`src/rtl/sync_tx_engine.sv`:
```
module sync_tx_engine #(
  parameter int CHAR_BITS  = 8,
  parameter int PARITY_EN  = 1,
  parameter bit PARITY_ODD = 1'b0,
  parameter int AW         = 15,
  parameter int WCW        = 12
) (
  input  logic          clk,
  input  logic          rst_n,
  input  logic          reg_wr,
  input  logic [1:0]    reg_sel,
  input  logic [15:0]   reg_wdata,
  input  logic          go,
  input  logic          irq_mask,
  output logic          busy,
  output logic          done,
  output logic          data_late,
  output logic          irq,
  output logic          dma_req,
  output logic [AW-1:0] dma_addr,
  input  logic          dma_gnt,
  input  logic [15:0]   dma_data,
  input  logic          bit_tick,
  input  logic          cts,
  output logic          rts,
  output logic          txd,
  output logic          dtr
);
  localparam int CL    = CHAR_BITS + PARITY_EN;
  localparam int FRAME = 2 * CL;
  localparam int BCW   = $clog2(FRAME);

  logic [15:0]      wbuf;
  logic             bufv, sending;
  logic [FRAME-1:0] sh;
  logic [BCW-1:0]   bitn;
  logic [AW-1:0]    addr;
  logic [WCW-1:0]   wcnt;
  logic             unused_bits;

  function automatic logic [FRAME-1:0] pack(input logic [15:0] w);
    logic [CL-1:0] lo_f, hi_f;
    lo_f = '0;
    hi_f = '0;
    lo_f[CHAR_BITS-1:0] = w[CHAR_BITS-1:0];
    hi_f[CHAR_BITS-1:0] = w[8 +: CHAR_BITS];
    if (PARITY_EN != 0) begin
      lo_f[CL-1] = (^w[CHAR_BITS-1:0]) ^ PARITY_ODD;
      hi_f[CL-1] = (^w[8 +: CHAR_BITS]) ^ PARITY_ODD;
    end
    return {hi_f, lo_f};
  endfunction

  wire last_bit   = bitn == BCW'(FRAME - 1);
  wire late_hit   = bit_tick & sending & dma_req;
  wire take       = dma_req & dma_gnt & ~late_hit;
  wire final_word = take & (wcnt == '1);
  wire load       = bit_tick & bufv & (sending ? last_bit : (rts & cts));

  assign dma_req     = busy & ~bufv;
  assign dma_addr    = addr;
  assign txd         = ~sending | sh[0];
  assign irq         = done & ~irq_mask;
  assign unused_bits = ^{reg_wdata, dma_data};

  always_ff @(posedge clk or negedge rst_n) begin
    if (!rst_n) begin
      busy      <= 1'b0;
      done      <= 1'b0;
      data_late <= 1'b0;
      rts       <= 1'b0;
      dtr       <= 1'b0;
      bufv      <= 1'b0;
      sending   <= 1'b0;
      wbuf      <= '0;
      sh        <= '0;
      bitn      <= '0;
      addr      <= '0;
      wcnt      <= '0;
    end else begin
      if (reg_wr && reg_sel == 2'd1)      addr <= reg_wdata[AW-1:0];
      else if (take)                      addr <= addr + 1'b1;
      if (reg_wr && reg_sel == 2'd2)      wcnt <= reg_wdata[WCW-1:0];
      else if (take)                      wcnt <= wcnt + 1'b1;
      if (reg_wr && reg_sel == 2'd0)      dtr  <= reg_wdata[0];

      if (take) begin
        wbuf <= dma_data;
        bufv <= 1'b1;
      end else if (load) begin
        bufv <= 1'b0;
      end

      if (late_hit) begin
        sending <= 1'b0;
      end else if (load) begin
        sh      <= pack(wbuf);
        bitn    <= '0;
        sending <= 1'b1;
      end else if (bit_tick && sending) begin
        if (last_bit) sending <= 1'b0;
        else begin
          sh   <= sh >> 1;
          bitn <= bitn + 1'b1;
        end
      end

      if (final_word) begin
        busy <= 1'b0;
        done <= 1'b1;
      end
      if (late_hit) begin
        data_late <= 1'b1;
        busy      <= 1'b0;
        done      <= 1'b1;
        rts       <= 1'b0;
        bufv      <= 1'b0;
      end else if (!busy && !bufv && !sending) begin
        rts <= 1'b0;
      end
      if (go) begin
        busy      <= 1'b1;
        done      <= 1'b0;
        data_late <= 1'b0;
        rts       <= 1'b1;
      end
    end
  end
endmodule

```
`config.mk`:
```
export PLATFORM = sky130hd
export DESIGN_NAME = sync_tx_engine
export DESIGN_NICKNAME = d
export VERILOG_FILES = /design/src/rtl/sync_tx_engine.sv
export SDC_FILE = /design/constraint.sdc
export NUM_CORES = 1
export LEC_CHECK = 0
export BUFFER_PORTS_ARGS = -buffer_cell sky130_fd_sc_hd__buf_4
export CORE_MARGIN = 2
export CORE_UTILIZATION = 50
export DETAILED_ROUTE_END_ITERATION = 6
export GPL_TIMING_DRIVEN = 0
export PLACE_DENSITY = 0.79
export SLEW_MARGIN = 20
export SYNTH_ARGS = -nofsm -noshare
export SYNTH_HDL_FRONTEND = slang
export SYNTH_SLANG_ARGS = --single-unit
export TNS_END_PERCENT = 50
```
`constraint.sdc`:
```
create_clock -name clk -period 1.9 [get_ports clk]
set_input_delay 0.095 -clock clk [delete_from_list [all_inputs] [get_ports clk]]
set_output_delay 0.095 -clock clk [all_outputs]
set_load 0.005 [all_outputs]
```
==> results, run 1 <==
- The run finished with clean final reports.
- In this run the post-CTS setup repair buffer count came out at 0.
- The first-iteration detailed-routing DRC count is 209.
- The fill cell total of the finished layout is 565.
- The final cycle utilization of the critical path is 93.7%.
- The most common cell in the netlist is sky130_fd_sc_hd__nand2_1.
- The overall overflow remaining after global route is 0.
- The routed length per placed instance is 14.5 um.
- The number of max-slew violations in the final report is 0.
- The critical path launch point type is a flip-flop.
- Among all flip-flop cells after synthesis, the most frequent one is sky130_fd_sc_hd__dfrtp_1.
- The maximum fanout along the worst path is 10.
- The aggregate global-route resource usage is 23.9%.
- The unique cell type count in the Yosys netlist is 44.
- Among cell families on the critical path, the largest total delay comes from simple AND/OR/NAND/NOR gates.
- In this run the top signal layer used is met4.
- Summed over all cells, the static leakage comes to 2.15 nW.
- Routability-driven placement finished with a final weighted congestion of 0.869.
- The synthesized design spends more area on one cell type than any other, namely sky130_fd_sc_hd__dfrtp_1.
- Measured on the finished design, the core utilization comes to 66.1%.
- The area used by multi-input combinational logic is 1720 um2.
- The final count of hold timing violations is 0.
- The worst pin sits at a relative slew slack of 38.9%.
- The worst path meets setup with 119 ps of slack.
- Summing all non-filler instances in the final layout gives an area of 4740 um2.
- Prior to clock tree synthesis, the placed netlist has a worst setup slack of 48.8 ps.
- The post-route minimum period is 1780 ps.
- The instance area at placement is 4260 um2.
- The chip width is 89.6 um.
- The share of the Yosys chip area taken by registers is 49.8%.
- The number of global-route vias before repair was 3245.
- Entering global routing, the biggest net connects 74 pins.
- Relative to the synthesized area, the layout overhead comes to 29.2%.
- After detailed routing, the number of remaining DRC violations is 0.
- Max-cap violations in this run came to 0.
- During I/O placement, the number of pins put on the boundary was 65.
- The H-tree depth is 3.
- The cell row count is 31.
- In this run the deepest clock path goes through 2 buffers.
- The number of synthesized register bits is 73.
- For the final database, setup skew stands at 11.0 ps.
- The share of layout cells above drive strength 1 is 21.3%.
- The top cell type by area accounts for 49.8% of the synthesized area.
- The floorplan die area is 8040 um2.
- By count the netlist is led by sky130_fd_sc_hd__nand2_1 (100), sky130_fd_sc_hd__dfrtp_1 (73), sky130_fd_sc_hd__nor2_1 (51).
- The instance count of the mapped netlist is 406.
- Clock tree synthesis selected as its root buffer the cell sky130_fd_sc_hd__clkbuf_8.
- The number of clock sinks seen by CTS is 73.
- The antenna diode count is 0.
- In the final routing, the length of wire on met1 measures 3710 um.
- For this run, the slowest stage of the critical path takes 410 ps.
- The routed design has 8730 um of wire.
- The sequential cell area is 1830 um2.
- The CTS tree is built.
- Clock tree synthesis inserted a total of 9 buffers.
- The clock input transition at the sequential cells of the worst setup and hold paths is 80 ps.
- Setup repair after global routing left no endpoint under its margin.
- Timing would allow up to 562 MHz.
- For the pin with the worst max-slew slack, the measured transition is 917 ps.
- The cell area that synthesis handed to floorplanning was 3670 um2.
- Setup total negative slack on the finished layout was measured at 0 ps.
- The detailed-routed wire length on met3 is 362 um.
- The net count reported at finish is 543.
- The routed via count is 3187.
- Before antenna repair, the detailed router went through 4 iterations.
- The port buffer count is 62.
- The ratio of routed vias to standard cells is 5.30.
- The first-pass GRT wire length is 14600 um.
- The type of the worst min-delay path is in2reg.
- Yosys printed 0 warnings.
- The initial core utilization is 51.1%.
- After detailed routing, the met2 layer carries 4490 um of wire.
- The count of nets left with antenna violations once routing finished came out at 0.
- The number of failing setup endpoints in the final timing report is 0.
- The worst endpoint data arrival time is 2000 ps.
- The count of buffering cells on the critical path with inverters included is 3.
- By area the synthesized netlist is led by sky130_fd_sc_hd__dfrtp_1 (50%), sky130_fd_sc_hd__nand2_1 (10%), sky130_fd_sc_hd__nor2_1 (5.2%).
- The endpoint class of the critical path is a flip-flop.
- The number of nets in the synthesized netlist is 452.
- In this run, synthesis inferred 0 flip-flops with an integrated enable.
- The worst vdd rail ir drop is 0.756 mV.
- The number of antenna violations at the first check in global routing is 0.
- The placed wire-length estimate after detailed placement is 6090 um.
- The floorplan step set the die height to 89.6 um.
- In the synthesized netlist the async set-or-reset flop fraction comes to 100%.
- Walking the worst path, the cells encountered are inv_1, ha_1, and4bb_2, nor2_2, o221a_2, buf_4, buf_6, nor2_1, a31oi_1.
- The worst endpoint required time is 2120 ps.
- The critical path start-end classification is reg2reg.
- Power spread over the standard cell area amounts to 1450 nW/um2.
- A synthesized cell averages 9.03 um2.
- The master of the slowest instance on the critical path is sky130_fd_sc_hd__dfrtp_1.
- The placeable core region is 7180 um2.
- Clock latency on the worst-skew pair, taken at its later pin, is 350 ps.
-- power breakdown --
part / internal (mW) / switching [mW]
clock network: 0.980 / 0.583
registers: 2.16 / 0.549
logic: 1.29 / 1.29
-- worst paths after layout --
kind                               startpoint            to  slack (ps)  cells after the start
worst max register to register        bitn[1]        sh[16]         120                      9
min in group asynchronous               rst_n         sh[3]         400                      2
worst max-delay path                  bitn[1]        sh[16]         120                      9
worst min register to register        bitn[4]       bitn[4]         490                      1
max in group asynchronous               rst_n       bitn[3]         870                      2
worst min-delay path            reg_wdata[13]  dma_addr[13]           8                      3
-- worst min-delay path: stages --
cell and delay [ps]:
sky130_fd_sc_hd__buf_4 80, sky130_fd_sc_hd__nor2_1 30, sky130_fd_sc_hd__a21oi_1 100
-- kinds of logic (layout without fill, tap and decap cells) --
group	count (synthesis)	in the layout	share of synthesized area, %
and+or+nand+nor	199	199	24.4
DFF	73	73	49.8
AOI/OAI and AO/OA	63	63	10.2
xor gates and xnor gates	39	39	9.31
buffers and inverters	24	120	3.75
adders and majority gates	4	4	1.36
muxes	4	4	1.16
-- metal layers --
layer,vias up,global-route usage [%]
li1,1533,-
met1,1568,30.9
met2,71,40.6
met3,15,3.84
met4,0,8.96
met5,-,0
-- cells in the final DEF, fill, tap and decap left out, drive strengths merged, types with 5 or more instances in the layout --
cell type    instances
a21oi               27
a31oi               19
and3                 8
buf                 76
clkbuf              19
dfrtp               73
dlygate4sd3         19
nand2              100
nand3               17
nor2                51
nor3                 5
o21ai                7
xnor2               18
xor2                21
-- state kept, by name, indices dropped and copies added, names as in the netlist --
name,cells
sh,18
wbuf,16
dma_addr,15
wcnt,12
bitn,5
bufv,1
busy,1
data_late,1
done,1
dtr,1
rts,1
sending,1
-- cell type report --
type                            instances  share of cell area [%]
Buffer                                 21                    3.06
Clock buffer                           12                    3.48
Clock inverter                          4                    2.06
Inverter                                2                   0.158
Multi-Input combinational cell        309                    36.2
Sequential cell                        73                    38.5
Tap cell                               99                    2.61
Timing Repair Buffer                   81                    13.8
-- metrics by stage --
stage | cells | power (mW) | hold WS, ps
3_5_place_dp | 567 | 5.24 | 276
6_report | 601 | 6.85 | 7.99
5_1_grt | 601 | 7.33 | 14.0
2_1_floorplan | 406 | 4.42 | -201
4_1_cts | 602 | 6.85 | 2.88
3_3_place_gp | 567 | 5.13 | 276
-- repair_timing --
action	CTS	global route
hold buffers	19	0
setup endpoints to repair	0	19
gates resized for setup	0	13
hold endpoints to repair	94	0
Power figures use the tool's default switching activity.
==> run 2, diff against run 1 <==
--- a/config.mk
+++ b/config.mk
@@ -5,12 +5,14 @@
 export SDC_FILE = /design/constraint.sdc
 export NUM_CORES = 1
 export LEC_CHECK = 0
+export ABC_AREA = 1
 export BUFFER_PORTS_ARGS = -buffer_cell sky130_fd_sc_hd__buf_4
 export CORE_MARGIN = 2
-export CORE_UTILIZATION = 50
+export CORE_UTILIZATION = 35
+export CTS_BUF_LIST = sky130_fd_sc_hd__clkbuf_4 sky130_fd_sc_hd__clkbuf_8 sky130_fd_sc_hd__clkbuf_16
 export DETAILED_ROUTE_END_ITERATION = 6
 export GPL_TIMING_DRIVEN = 0
-export PLACE_DENSITY = 0.79
+export PLACE_DENSITY = 0.6
 export SLEW_MARGIN = 20
 export SYNTH_ARGS = -nofsm -noshare
 export SYNTH_HDL_FRONTEND = slang
==> run 2 against run 1 <==
Effect of this change: cell count increased by 35%; non-clock buffer count fell by 4; setup slack improved by 34 ps; flip-flop and latch count is the same; sequential share of layout area down 4.4 points; critical endpoint is now dma_addr[14]; largest cell class is now multi-input gates; largest power group is now combinational logic; highest routed layer unchanged.
==> results, run 2 <==
- The run finished with clean final reports.
- The signal on the critical path passes through ha_1, nand3_1, nor2_1, nand2_1, nor2_1, nand4_1, nand2_1, nand2_1.
- The first-iteration detailed-routing DRC count was 180 (-14%).
- The I/O pin total is 65 (unchanged).
- The summed negative setup slack over all endpoints is 0 ps (unchanged).
- For hold timing, the worst endpoint is dma_addr[0].
- sh holds more flip-flops than any other register.
- The switching power share of the total is 38.0% (+2.6 points).
- The met3 usage is 4.32% (+0.48 points).
- The utilization after layout is 46.8% (-19 points).
- The number of post-CTS setup repair buffers is 0 (unchanged).
- In this run the most used layer during global routing was met2.
- The maximum buffer depth of the clock tree is 2 (unchanged).
- The worst hold path begins at reg_wdata[0].
- The type of the worst min-delay path is in2reg.
- The worst hold slack is 4.78 ps (-3.20 ps).
- The fill cell total of the finished layout is 1174 (+110%).
- The sequential cell area was 1830 um2 (unchanged).
- The number of clock sinks seen by CTS came to 73 (unchanged).
- The global routing usage on met1 was 21.1% (-9.8 points).
- The unique cell type count in the Yosys netlist is 29 (-34%).
- The endpoint class of the critical path is a flip-flop.
- The placed wire-length estimate after detailed placement is 7320 um (+20%).
- Setup repair after global routing left no endpoint under its margin.
- The pin count of the biggest net entering global routing is 74 (unchanged).
- The cell count of the worst reg-to-reg path was 8 (-1).
- The part of the power in combinational logic came to 38.3% (+0.7 points).
- The number of max-slew violations in the final report is 0 (unchanged).
- The origin of the critical flop-to-flop path is dma_addr[0].
- The critical path launch point type is a flip-flop.
- The net count reported at finish is 712 (+31%).
- The routed via count is 3868 (+21%).
- The sequential-to-total area share from yosys stat came to 44.4% (-5.4 points).
- The chip width is 112 um (+25%).
- The worst endpoint data arrival time came to 1980 ps (-20 ps).
- The number of antenna violations at the first check in global routing was 0 (unchanged).
- The stage delay of the slowest cell on the critical path is 420 ps (about the same).
- Sorting the synthesized cells by how often they occur yields sky130_fd_sc_hd__nand2_1 (234), sky130_fd_sc_hd__inv_1 (80), sky130_fd_sc_hd__dfrtp_1 (73).
- In the layout the commonest cells are sky130_fd_sc_hd__nand2_1 (234), sky130_fd_sc_hd__inv_1 (80), sky130_fd_sc_hd__dfrtp_1 (73).
- The number of synthesized register bits is 73 (unchanged).
- The final count of hold timing violations is 0 (unchanged).
- The number of nets in the synthesized netlist is 615 (+36%).
- The share of total power in the clock network is 25.3% (+2.5 points).
- The reg-to-reg endpoint is dma_addr[14].
- The slack of the worst reg-to-reg path came to 150 ps (+30 ps).
- The maximum clock frequency came to 573 MHz (+2.0%).
- The count of warnings emitted by yosys is 0 (unchanged).
- The post-route minimum period is 1750 ps (-34.3 ps).
- The clock skew after layout is 11.0 ps (-0.00510 ps).
- The worst vdd rail ir drop was 0.660 mV (-13%).
- The clock latency on the worst-skew pair came to 340 ps (about the same).
- The die extent in y was 112 um (+25%).
- The overall overflow remaining after global route is 0 (unchanged).
- The first-pass GRT wire length was 17400 um (+19%).
- The worst-case headroom to the max-slew limit was 35.1% (-3.8 points).
- The routed length per placed instance is 12.4 um (-15%).
- Leaving out fill and tap cells, the most frequent cell in the layout is sky130_fd_sc_hd__nand2_1.
- After synthesis, the cell types taking the most area are sky130_fd_sc_hd__dfrtp_1 (44%), sky130_fd_sc_hd__nand2_1 (21%), sky130_fd_sc_hd__inv_1 (7.3%).
- The cell-internal power was 4.85 mW (+9.5%).
- The cell count of the worst hold path is 3 (unchanged).
- The synthesized area per cell is 7.23 um2 (-20%).
- The number of failing setup endpoints in the final timing report was 0 (unchanged).
- On the critical path, the stage with the largest delay is an instance of sky130_fd_sc_hd__dfrtp_1.
- The most common cell in the netlist is sky130_fd_sc_hd__nand2_1.
- The ratio of routed vias to standard cells is 4.75 (-10%).
- The aggregate global-route resource usage came to 16.9% (-7.0 points).
- Relative to the synthesized area, the layout overhead comes to 30.0%.
- The floorplan die area is 12600 um2 (+57%).
- The final estimated routing congestion in global placement is 0.804 (-7.4%).
- The placeable core region came to 11400 um2 (+59%).
- The antenna diode count is 0 (unchanged).
- The most numerous cell type found on the critical path is sky130_fd_sc_hd__nand2_1.
- The CTS tree is built.
- The part of the total power dissipated in sequential elements is 36.4% (-3.2 points).
- The final cycle utilization of the critical path was 91.9% (-1.8 points).
- The number of clock buffers inserted by TritonCTS is 9 (unchanged).
- The port buffer count is 63 (+1.6%).
- The maximum fanout along the worst path is 5 (-5).
- The worst endpoint required time was 2130 ps (about the same).
- The post-synthesis async set-or-reset flop share is 100% (unchanged).
- The critical path is of the reg2reg type.
- The residual DRC count came to 0 (unchanged).
- The cell row count was 39 (+26%).
- The buffer cell driving the clock tree root is sky130_fd_sc_hd__clkbuf_16.
- The detailed-router iteration count before antenna repair is 4 (unchanged).
- The portion of synthesized cell area occupied by the leading cell type is 44.4% (-5.4 points).
- The area used by multi-input combinational logic is 1900 um2 (+11%).
- The clock input transition at the sequential cells of the worst setup and hold paths is 60 ps (-20 ps).
- The share of layout cells above drive strength 1 is 15.2% (-6.1 points).
- The transition time at the pin with the least slew margin was 974 ps (+56.9 ps).
- The max-cap violation count is 0 (unchanged).
- The H-tree depth is 3 (unchanged).
- The initial core utilization is 36.0% (-15 points).
- The areal power density over the cells is 1460 nW/um2 (+1.2%).
- The dominant synthesized flop cell is sky130_fd_sc_hd__dfrtp_1.
- Summed over all instances, the cell type with the most area after synthesis is sky130_fd_sc_hd__dfrtp_1.
- The static leakage is 2.72 nW (+27%).
- The number of flip-flops under the largest register name is 18 (unchanged).
- The number of global-route vias before repair is 3876 (+19%).
- The remaining antenna violation count was 0 (unchanged).
- The number of enable-type register cells in the synthesized netlist is 0 (unchanged).
- The reported net switching power is 2.97 mW (+23%).
- The fraction of met2 tracks used by global routing is 29.0% (-12 points).
- The summed instance area of the synthesized netlist is 4110 um2 (+12%).
- The aggregate routed wire length is 10100 um (+15%).
- The instance count of the mapped netlist is 569 (+40%).
run 2: cell types whose count changed after synthesis, sizes merged, moves of 6 or more:
cell,change
nand2,+137
inv,+81
nand3,+30
nor2,-30
o21ai,+25
a21oi,-19
a31oi,-19
xnor2,-11
o211ai,+10
and3,-8
buf,-6
o22ai,+6
xor2,-6
run 2: through the flow:
step           area (um2)  std cells  power [mW]  setup slack (ps)
6_report             5350        814        7.82               154
4_1_cts              5340        814        7.91              87.6
3_5_place_dp         4760        775        5.85              87.7
5_1_grt              5350        814        8.53              1.48
3_3_place_gp         4760        775        5.75               124
2_1_floorplan        4110        569        4.86               393
run 2: per-layer routing:
metal,vias up,wire length [um]
li1,1972,-
met1,1827,4540
met2,60,5010
met3,9,393
met4,0,127
met5,-,0
run 2: worst max path at each step:
stage                 from           end  slack, ps  cells after the start
2_1_floorplan      bitn[1]         sh[7]        390                      8
5_1_grt            bitn[1]        sh[12]          1                      9
3_3_place_gp       bitn[1]         sh[9]        120                      8
6_report       dma_addr[0]  dma_addr[14]        150                      8
4_1_cts            bitn[1]         sh[9]         90                      8
3_5_place_dp       bitn[1]         sh[9]         90                      8
run 2: layout make-up:
class	instances	area share, %
Sequential cell	73	34.2
Multi-Input combinational cell	401	35.6
Tap cell	143	3.35
Clock inverter	5	1.94
Clock buffer	11	4.49
Timing Repair Buffer	86	13.2
Buffer	12	1.45
Inverter	83	5.88
run 2: critical path: cells and delay by family (launching register included):
| kind | cells | cell delay [ps] |
|---|---|---|
| simple gates | 7 | 980 |
| flops | 1 | 420 |
| fa+ha+maj | 1 | 230 |
run 2: timing repair:
item	CTS	global route
hold buffers	23	0
hold endpoints to repair	98	0
gates resized for setup	0	1
endpoints found under the setup margin	0	9
run 2: power by group through the flow:
stage	registers [mW]	logic, mW	clock network (mW)
final	2.84	3.00	1.98
after global routing	2.96	3.49	2.08
after global placement	2.83	2.91	0
after floorplan	2.74	2.12	0
after detailed placement	2.86	2.98	0
after CTS	2.84	3.04	2.03
run 2: cell families after synthesis:
family                   Yosys count  share of synthesized area, %
adder cells (fa/ha/maj)            4                          1.22
AND/OR/NAND/NOR                  315                          31.6
buffers and inverters             95                          9.53
AO/OA/AOI/OAI                     59                          8.28
flip-flops                        73                          44.4
multiplexers                       1                         0.274
XOR/XNOR                          22                          4.69
